## src/rtl/fmasr_pkg.sv

```systemverilog
package fmasr_pkg;

    typedef struct packed {
        logic is_zero;
        logic is_inf;
        logic is_nan;
        logic is_snan;
    } opclass_t;

    typedef enum logic [3:0] {
        DEC_IDLE,
        DEC_NAN,
        DEC_INVALID,
        DEC_INF_C,
        DEC_INF_P,
        DEC_ZERO_SUM,
        DEC_FLUSH,
        DEC_ADDEND,
        DEC_PASS
    } dec_e;

    localparam logic [1:0] RM_DOWN = 2'b10;

endpackage

```

## src/rtl/fmasr_classify.sv

```systemverilog
module fmasr_classify
    import fmasr_pkg::*;
#(
    parameter int EXP_W  = 8,
    parameter int FRAC_W = 23
) (
    input  logic [EXP_W+FRAC_W:0] word,
    output opclass_t              cls
);
    localparam int W = 1 + EXP_W + FRAC_W;

    logic [EXP_W-1:0]  ex;
    logic [FRAC_W-1:0] fr;
    logic              ex_max;
    logic              ex_min;
    logic              fr_nz;

    assign ex     = word[W-2:FRAC_W];
    assign fr     = word[FRAC_W-1:0];
    assign ex_max = &ex;
    assign ex_min = ~|ex;
    assign fr_nz  = |fr;

    assign cls.is_zero = ex_min & ~fr_nz;
    assign cls.is_inf  = ex_max & ~fr_nz;
    assign cls.is_nan  = ex_max & fr_nz;
    assign cls.is_snan = ex_max & fr_nz & ~fr[FRAC_W-1];
endmodule

```

## src/rtl/fmasr_nan_pick.sv

```systemverilog
module fmasr_nan_pick
    import fmasr_pkg::*;
#(
    parameter int EXP_W  = 8,
    parameter int FRAC_W = 23
) (
    input  logic [EXP_W+FRAC_W:0] op_a,
    input  logic [EXP_W+FRAC_W:0] op_b,
    input  logic [EXP_W+FRAC_W:0] op_c,
    input  opclass_t              cls_a,
    input  opclass_t              cls_b,
    input  opclass_t              cls_c,
    output logic [EXP_W+FRAC_W:0] nan_word,
    output logic                  any_snan
);
    localparam int W = 1 + EXP_W + FRAC_W;
    localparam logic [W-1:0] QUIET_BIT = {{(W-FRAC_W){1'b0}}, 1'b1, {(FRAC_W-1){1'b0}}};

    always_comb begin
        if (cls_a.is_nan) begin
            nan_word = op_a | QUIET_BIT;
        end else if (cls_b.is_nan) begin
            nan_word = op_b | QUIET_BIT;
        end else begin
            nan_word = op_c | QUIET_BIT;
        end
    end

    assign any_snan = cls_a.is_snan | cls_b.is_snan | cls_c.is_snan;
endmodule

```

## src/rtl/fmasr_sign_ctl.sv

```systemverilog
module fmasr_sign_ctl (
    input  logic       sign_a,
    input  logic       sign_b,
    input  logic       sign_c,
    input  logic [2:0] neg_ctl,
    output logic       prod_sgn,
    output logic       add_sgn,
    output logic       flip
);
    assign prod_sgn = sign_a ^ sign_b ^ neg_ctl[1];
    assign add_sgn  = sign_c ^ neg_ctl[0];
    assign flip     = neg_ctl[2];
endmodule

```

## src/rtl/fma_special_resolve.sv

```systemverilog
module fma_special_resolve
    import fmasr_pkg::*;
#(
    parameter int EXP_W  = 8,
    parameter int FRAC_W = 23
) (
    input  logic                  clk,
    input  logic                  rst_n,
    input  logic [EXP_W+FRAC_W:0] op_a,
    input  logic [EXP_W+FRAC_W:0] op_b,
    input  logic [EXP_W+FRAC_W:0] op_c,
    input  logic [2:0]            neg_ctl,
    input  logic [1:0]            rnd_mode,
    input  logic                  ftz_en,
    output logic [EXP_W+FRAC_W:0] res_word,
    output logic                  flg_invalid,
    output logic                  flg_outdenorm,
    output logic                  pass_thru,
    output logic                  prod_sign,
    output logic                  addend_sign,
    output logic                  res_flip
);
    localparam int W = 1 + EXP_W + FRAC_W;
    localparam logic [W-1:0] DEF_NAN = {1'b0, {EXP_W{1'b1}}, 1'b1, {(FRAC_W-1){1'b0}}};
    localparam logic [W-2:0] INF_MAG = {{EXP_W{1'b1}}, {FRAC_W{1'b0}}};

    logic [W-1:0] ops [3];
    opclass_t     cls [3];

    assign ops[0] = op_a;
    assign ops[1] = op_b;
    assign ops[2] = op_c;

    for (genvar g = 0; g < 3; g++) begin : g_cls
        fmasr_classify #(.EXP_W(EXP_W), .FRAC_W(FRAC_W)) u_cls (
            .word (ops[g]),
            .cls  (cls[g])
        );
    end

    logic [W-1:0] nan_word;
    logic         any_snan;

    fmasr_nan_pick #(.EXP_W(EXP_W), .FRAC_W(FRAC_W)) u_nan (
        .op_a     (op_a),
        .op_b     (op_b),
        .op_c     (op_c),
        .cls_a    (cls[0]),
        .cls_b    (cls[1]),
        .cls_c    (cls[2]),
        .nan_word (nan_word),
        .any_snan (any_snan)
    );

    logic psgn_d, csgn_d, flip_d;

    fmasr_sign_ctl u_sgn (
        .sign_a   (op_a[W-1]),
        .sign_b   (op_b[W-1]),
        .sign_c   (op_c[W-1]),
        .neg_ctl  (neg_ctl),
        .prod_sgn (psgn_d),
        .add_sgn  (csgn_d),
        .flip     (flip_d)
    );

    logic any_nan, inf_zero, p_inf, p_zero, c_sub;

    assign any_nan  = cls[0].is_nan | cls[1].is_nan | cls[2].is_nan;
    assign inf_zero = (cls[0].is_zero & cls[1].is_inf) | (cls[0].is_inf & cls[1].is_zero);
    assign p_inf    = cls[0].is_inf | cls[1].is_inf;
    assign p_zero   = cls[0].is_zero | cls[1].is_zero;
    assign c_sub    = (op_c[W-2:FRAC_W] == '0) & ~cls[2].is_zero;

    // Next-decision logic
    dec_e dec_d, dec_q;
    logic sgn_d, sgn_q;
    logic nan_inv_d, nan_inv_q;

    always_comb begin
        dec_d     = DEC_PASS;
        sgn_d     = 1'b0;
        nan_inv_d = any_snan | inf_zero;
        if (any_nan) begin
            dec_d = DEC_NAN;
        end else if (inf_zero) begin
            dec_d = DEC_INVALID;
        end else if (cls[2].is_inf) begin
            if (p_inf && (psgn_d != csgn_d)) begin
                dec_d = DEC_INVALID;
            end else begin
                dec_d = DEC_INF_C;
                sgn_d = csgn_d ^ flip_d;
            end
        end else if (p_inf) begin
            dec_d = DEC_INF_P;
            sgn_d = psgn_d ^ flip_d;
        end else if (p_zero) begin
            if (cls[2].is_zero) begin
                dec_d = DEC_ZERO_SUM;
                if (psgn_d == csgn_d) begin
                    sgn_d = psgn_d ^ flip_d;
                end else begin
                    sgn_d = (rnd_mode == RM_DOWN) ^ flip_d;
                end
            end else if (c_sub && ftz_en) begin
                dec_d = DEC_FLUSH;
                sgn_d = csgn_d ^ flip_d;
            end else begin
                dec_d = DEC_ADDEND;
                sgn_d = csgn_d ^ flip_d;
            end
        end
    end

    // State register
    logic [W-1:0] nan_q;
    logic [W-2:0] cmag_q;
    logic         psgn_q, csgn_q, flip_q;

    always_ff @(posedge clk or negedge rst_n) begin
        if (!rst_n) begin
            dec_q     <= DEC_IDLE;
            sgn_q     <= 1'b0;
            nan_inv_q <= 1'b0;
            nan_q     <= '0;
            cmag_q    <= '0;
            psgn_q    <= 1'b0;
            csgn_q    <= 1'b0;
            flip_q    <= 1'b0;
        end else begin
            dec_q     <= dec_d;
            sgn_q     <= sgn_d;
            nan_inv_q <= nan_inv_d;
            nan_q     <= nan_word;
            cmag_q    <= op_c[W-2:0];
            psgn_q    <= psgn_d;
            csgn_q    <= csgn_d;
            flip_q    <= flip_d;
        end
    end

    // Outputs from the registered decision
    always_comb begin
        res_word      = '0;
        flg_invalid   = 1'b0;
        flg_outdenorm = 1'b0;
        pass_thru     = 1'b0;
        unique case (dec_q)
            DEC_IDLE: begin
                res_word = '0;
            end
            DEC_NAN: begin
                res_word    = nan_q;
                flg_invalid = nan_inv_q;
            end
            DEC_INVALID: begin
                res_word    = DEF_NAN;
                flg_invalid = 1'b1;
            end
            DEC_INF_C, DEC_INF_P: begin
                res_word = {sgn_q, INF_MAG};
            end
            DEC_ZERO_SUM: begin
                res_word = {sgn_q, {(W-1){1'b0}}};
            end
            DEC_FLUSH: begin
                res_word      = {sgn_q, {(W-1){1'b0}}};
                flg_outdenorm = 1'b1;
            end
            DEC_ADDEND: begin
                res_word = {sgn_q, cmag_q};
            end
            DEC_PASS: begin
                pass_thru = 1'b1;
            end
            default: begin
                res_word = '0;
            end
        endcase
    end

    assign prod_sign   = psgn_q;
    assign addend_sign = csgn_q;
    assign res_flip    = flip_q;
endmodule

```

## config.mk

```make
export PLATFORM = sky130hd
export DESIGN_NAME = fma_special_resolve
export DESIGN_NICKNAME = d
export VERILOG_FILES = /design/src/rtl/fmasr_pkg.sv /design/src/rtl/fmasr_classify.sv /design/src/rtl/fmasr_nan_pick.sv /design/src/rtl/fmasr_sign_ctl.sv /design/src/rtl/fma_special_resolve.sv
export SDC_FILE = /design/constraint.sdc
export NUM_CORES = 1
export LEC_CHECK = 0
export ABC_AREA = 1
export BUFFER_PORTS_ARGS = -buffer_cell sky130_fd_sc_hd__buf_2
export CAP_MARGIN = 20
export CORE_ASPECT_RATIO = 0.9
export CORE_UTILIZATION = 49
export DETAILED_ROUTE_END_ITERATION = 12
export GPL_TIMING_DRIVEN = 1
export PLACE_DENSITY_LB_ADDON = 0.2
export SLEW_MARGIN = 20
export SYNTH_ARGS = -nofsm -noshare
export SYNTH_HDL_FRONTEND = slang
export SYNTH_SLANG_ARGS = --single-unit
```

## constraint.sdc

```tcl
create_clock -name clk -period 1.6 [get_ports clk]
set_clock_uncertainty 0.2 [all_clocks]
set_input_delay 0.08 -clock clk [delete_from_list [all_inputs] [get_ports clk]]
set_output_delay 0.08 -clock clk [all_outputs]
set_load 0.02 [all_outputs]
```

==> results.py <==
metrics = {
    "run_status": {
        "run_status": "finished with violations",
        "violations": "setup timing",
    },
    "cells_and_area": {
        "area_growth_pct": 59.5,
        "fillers": 444,
        "fin_util_pct": 81.5,
        "layout-drive-gt1-share_pct": 33.4,
        "regArea_um2": 1800,
        "fin_nets": 772,
        "multi_input_area_um2": 1690,
    },
    "floorplanning": {
        "rows": 29,
        "core_area_um2": 7080,
        "pin_count": 142,
        "fp.dieArea_um2": 7720,
        "start_util_pct": 51.1,
        "dieHeight_um": 83.5,
        "die_w_um": 92.5,
    },
    "setup_path": {
        "critPathMaxStageDelay_ps": 400,
        "worstPathRequired_ps": 1320,
        "arrival_ps": 1650,
        "crit_path_end_kind": "primary output",
        "crit_chain": "nor2_2, buf_4, a22oi_1, buf_4, nand3_1, buf_2",
        "slowest_stage": "dfrtp_1",
        "cpMostUsedCell": "buf_4",
        "crit_fanout": 8,
        "cp-start-kind": "flop",
        "worstSetupPathType": "reg2out",
    },
    "grt": {
        "overflow": 0,
        "grt_max_degree": 73,
        "grt_pass1_vias": 4133,
        "grt_use_total_pct": 33.4,
        "antenna_found_initial": 1,
        "grt_first_pass_wirelength_mm": 19.9,
    },
    "hold_path": {
        "hold_path_class": "in2reg",
        "hp-start": "op_c[22]",
        "whs_path_depth": 4,
        "hold_end": "nan_inv_q",
    },
    "clocking": {
        "clk_pin_slew_worst_paths_ps": 80,
        "clock-root-buffer": "clkbuf_8",
        "cts_sinks": 72,
        "clock_path_buffers": 2,
        "htreeDepth": 3,
        "cts_tree": "built",
        "cts_buffers": 9,
    },
    "drt": {
        "drt_iter0_markers": 240,
        "routedWlPerCell_um": 16.7,
        "drc": 0,
        "ant_nets": 0,
        "wl_mm": 12.8,
        "vias": 4209,
        "vias_per_cell": 5.49,
        "dr.pass1.iters": 5,
    },
    "synth": {
        "synthCells": 433,
        "synth_most_common_cell": "nand2_1",
        "synth_area_leaders": "dfrtp_1 (50%), nand2_1 (11%), nor2_1 (7.3%)",
        "avgSynthCellArea_um2": 8.35,
        "async_flop_share_pct": 100,
        "synth_top_area_share_pct": 49.8,
        "synth_edf_count": 0,
        "synth_common_cells": "nand2_1 (106), dfrtp_1 (72), nor2_1 (70), nand3_1 (33), inv_1 (24)",
        "synth_fp_nets": 537,
        "yosysSeqAreaShare_pct": 49.8,
        "ys_types": 38,
        "synth.largest_area_cell": "dfrtp_1",
        "yosysWarnings": 0,
        "synth-seq-cells": 72,
        "synthesis.area_um2": 3610,
        "synthFlopType": "dfrtp_1",
    },
    "sta": {
        "fin_crit_sh_pct": 121,
        "fmax_ghz": 0.518,
        "setup_viol": 35,
        "fin_crit_ps": 1930,
        "rsz0062_at_grt": "yes",
        "finalMaxSlewViolations": 0,
        "setup_slack_ps": -329,
        "final-hold-violation-count": 0,
    },
    "power_and_ir_drop": {
        "worst_ir_drop_vdd_v": 0.000510,
        "leakagePower_nw": 2.88,
        "powerDensity_nw_per_um2": 672,
    },
    "placed_design": {
        "dp_hpwl_mm": 7.32,
        "pre_cts_ws_ps": 7.01,
        "gp_congestion": 0.851,
        "port_buffers": 141,
    },
    "job": {
        "cap_violations": 0,
    },
}
-- cell usage in the layout, fill, tap and decap left out, types with 2 or more instances in the layout --
master,count
a21oi_1,4
a31oi_1,18
a32o_1,12
a32o_2,10
buf_12,5
buf_2,120
buf_4,15
buf_6,12
clkbuf_8,10
clkinv_2,2
clkinvlp_4,2
dfrtp_1,72
dlygate4sd3_1,86
dlymetal6s4s_1,4
inv_1,18
inv_2,11
inv_6,2
nand2_1,101
nand2_2,8
nand3_1,30
nand3_2,5
nand3b_1,2
nand4_1,11
nor2_1,67
nor2_2,11
nor2_4,3
o211ai_1,3
o211ai_2,2
o21ai_1,5
or2_1,6
xor2_1,2
-- cells by family (layout without fill, tap and decap cells) --
group	after synthesis	after routing	share of synthesized area, %
flip-flops	72	72	49.8
AND/OR/NAND/NOR	250	250	30.7
AO/OA/AOI/OAI	59	59	12.8
XOR/XNOR	3	3	0.727
buffers and inverters	48	288	5.82
other	1	2	0.104
-- sequential cells by signal, indices dropped and copies added (netlist names) --
signal	flops
addend_sign	1
sgn_q	1
prod_sign	1
dec_q	4
cmag_q	31
res_flip	1
nan_inv_q	1
nan_q	32
-- stage by stage --
| stage | hold slack, ps | power (mW) | area [um^2] | setup TNS, ps | cells |
|---|---|---|---|---|---|
| floorplan | -416 | 2.10 | 3620 | 0 | 433 |
| global placement | -68.4 | 2.35 | 4520 | 0 | 663 |
| detailed placement | -70.0 | 2.35 | 4520 | 0 | 663 |
| CTS | 43.9 | 3.82 | 5580 | -8580 | 767 |
| global route | 29.6 | 4.01 | 5770 | -11020 | 767 |
| finish | 0.989 | 3.87 | 5770 | -9220 | 767 |
-- area by class of cell --
type / count / area share, %
clock buffers: 10 / 2.39
flip-flops and latches: 72 / 31.2
multi-input cells: 313 / 29.3
inverters: 30 / 2.00
repair buffers: 242 / 32.2
well taps: 93 / 2.02
clock inverters: 6 / 0.738
diodes: 1 / 0.0434
-- worst max-delay path, delay by kind of cell, from the launching register on --
kind,cells,cell delay (ps)
simple gates,2,160
buf+inv,3,520
flops,1,400
compound gates,1,220
-- report_power, final --
part / internal (mW) / leakage (nW) / total, mW / switching, mW
clock network: 0.610 / 0.0891 / 1.33 / 0.723
logic: 0.319 / 1.94 / 0.603 / 0.284
registers: 1.91 / 0.848 / 1.94 / 0.0303
-- worst max-delay path by stage --
stage	from	endpoint	slack, ps	depth (start not counted)
2_1_floorplan	dec_q[3]	res_word[0]	8	5
3_3_place_gp	dec_q[3]	res_word[29]	50	7
3_5_place_dp	dec_q[3]	res_word[31]	7	6
4_1_cts	dec_q[2]	res_word[29]	-290	7
5_1_grt	dec_q[3]	res_word[31]	-390	6
6_report	dec_q[3]	res_word[29]	-330	6
-- routing by layer --
metal | up-vias | GRT usage, % | wire length, um
li1 | 1933 | - | -
met1 | 2005 | 42.8 | 5160
met2 | 228 | 54.3 | 6300
met3 | 43 | 7.65 | 979
met4 | 0 | 14.3 | 366
met5 | - | 0 | 0
-- timing repair --
item,in CTS,in global routing
hold buffers,87,3
hold endpoints to repair,141,3
gates resized for setup,4,61
endpoints found under the setup margin,34,39
buffers inserted,1,0
pin swaps,0,11
No activity file was read; power rests on OpenSTA's default activity.
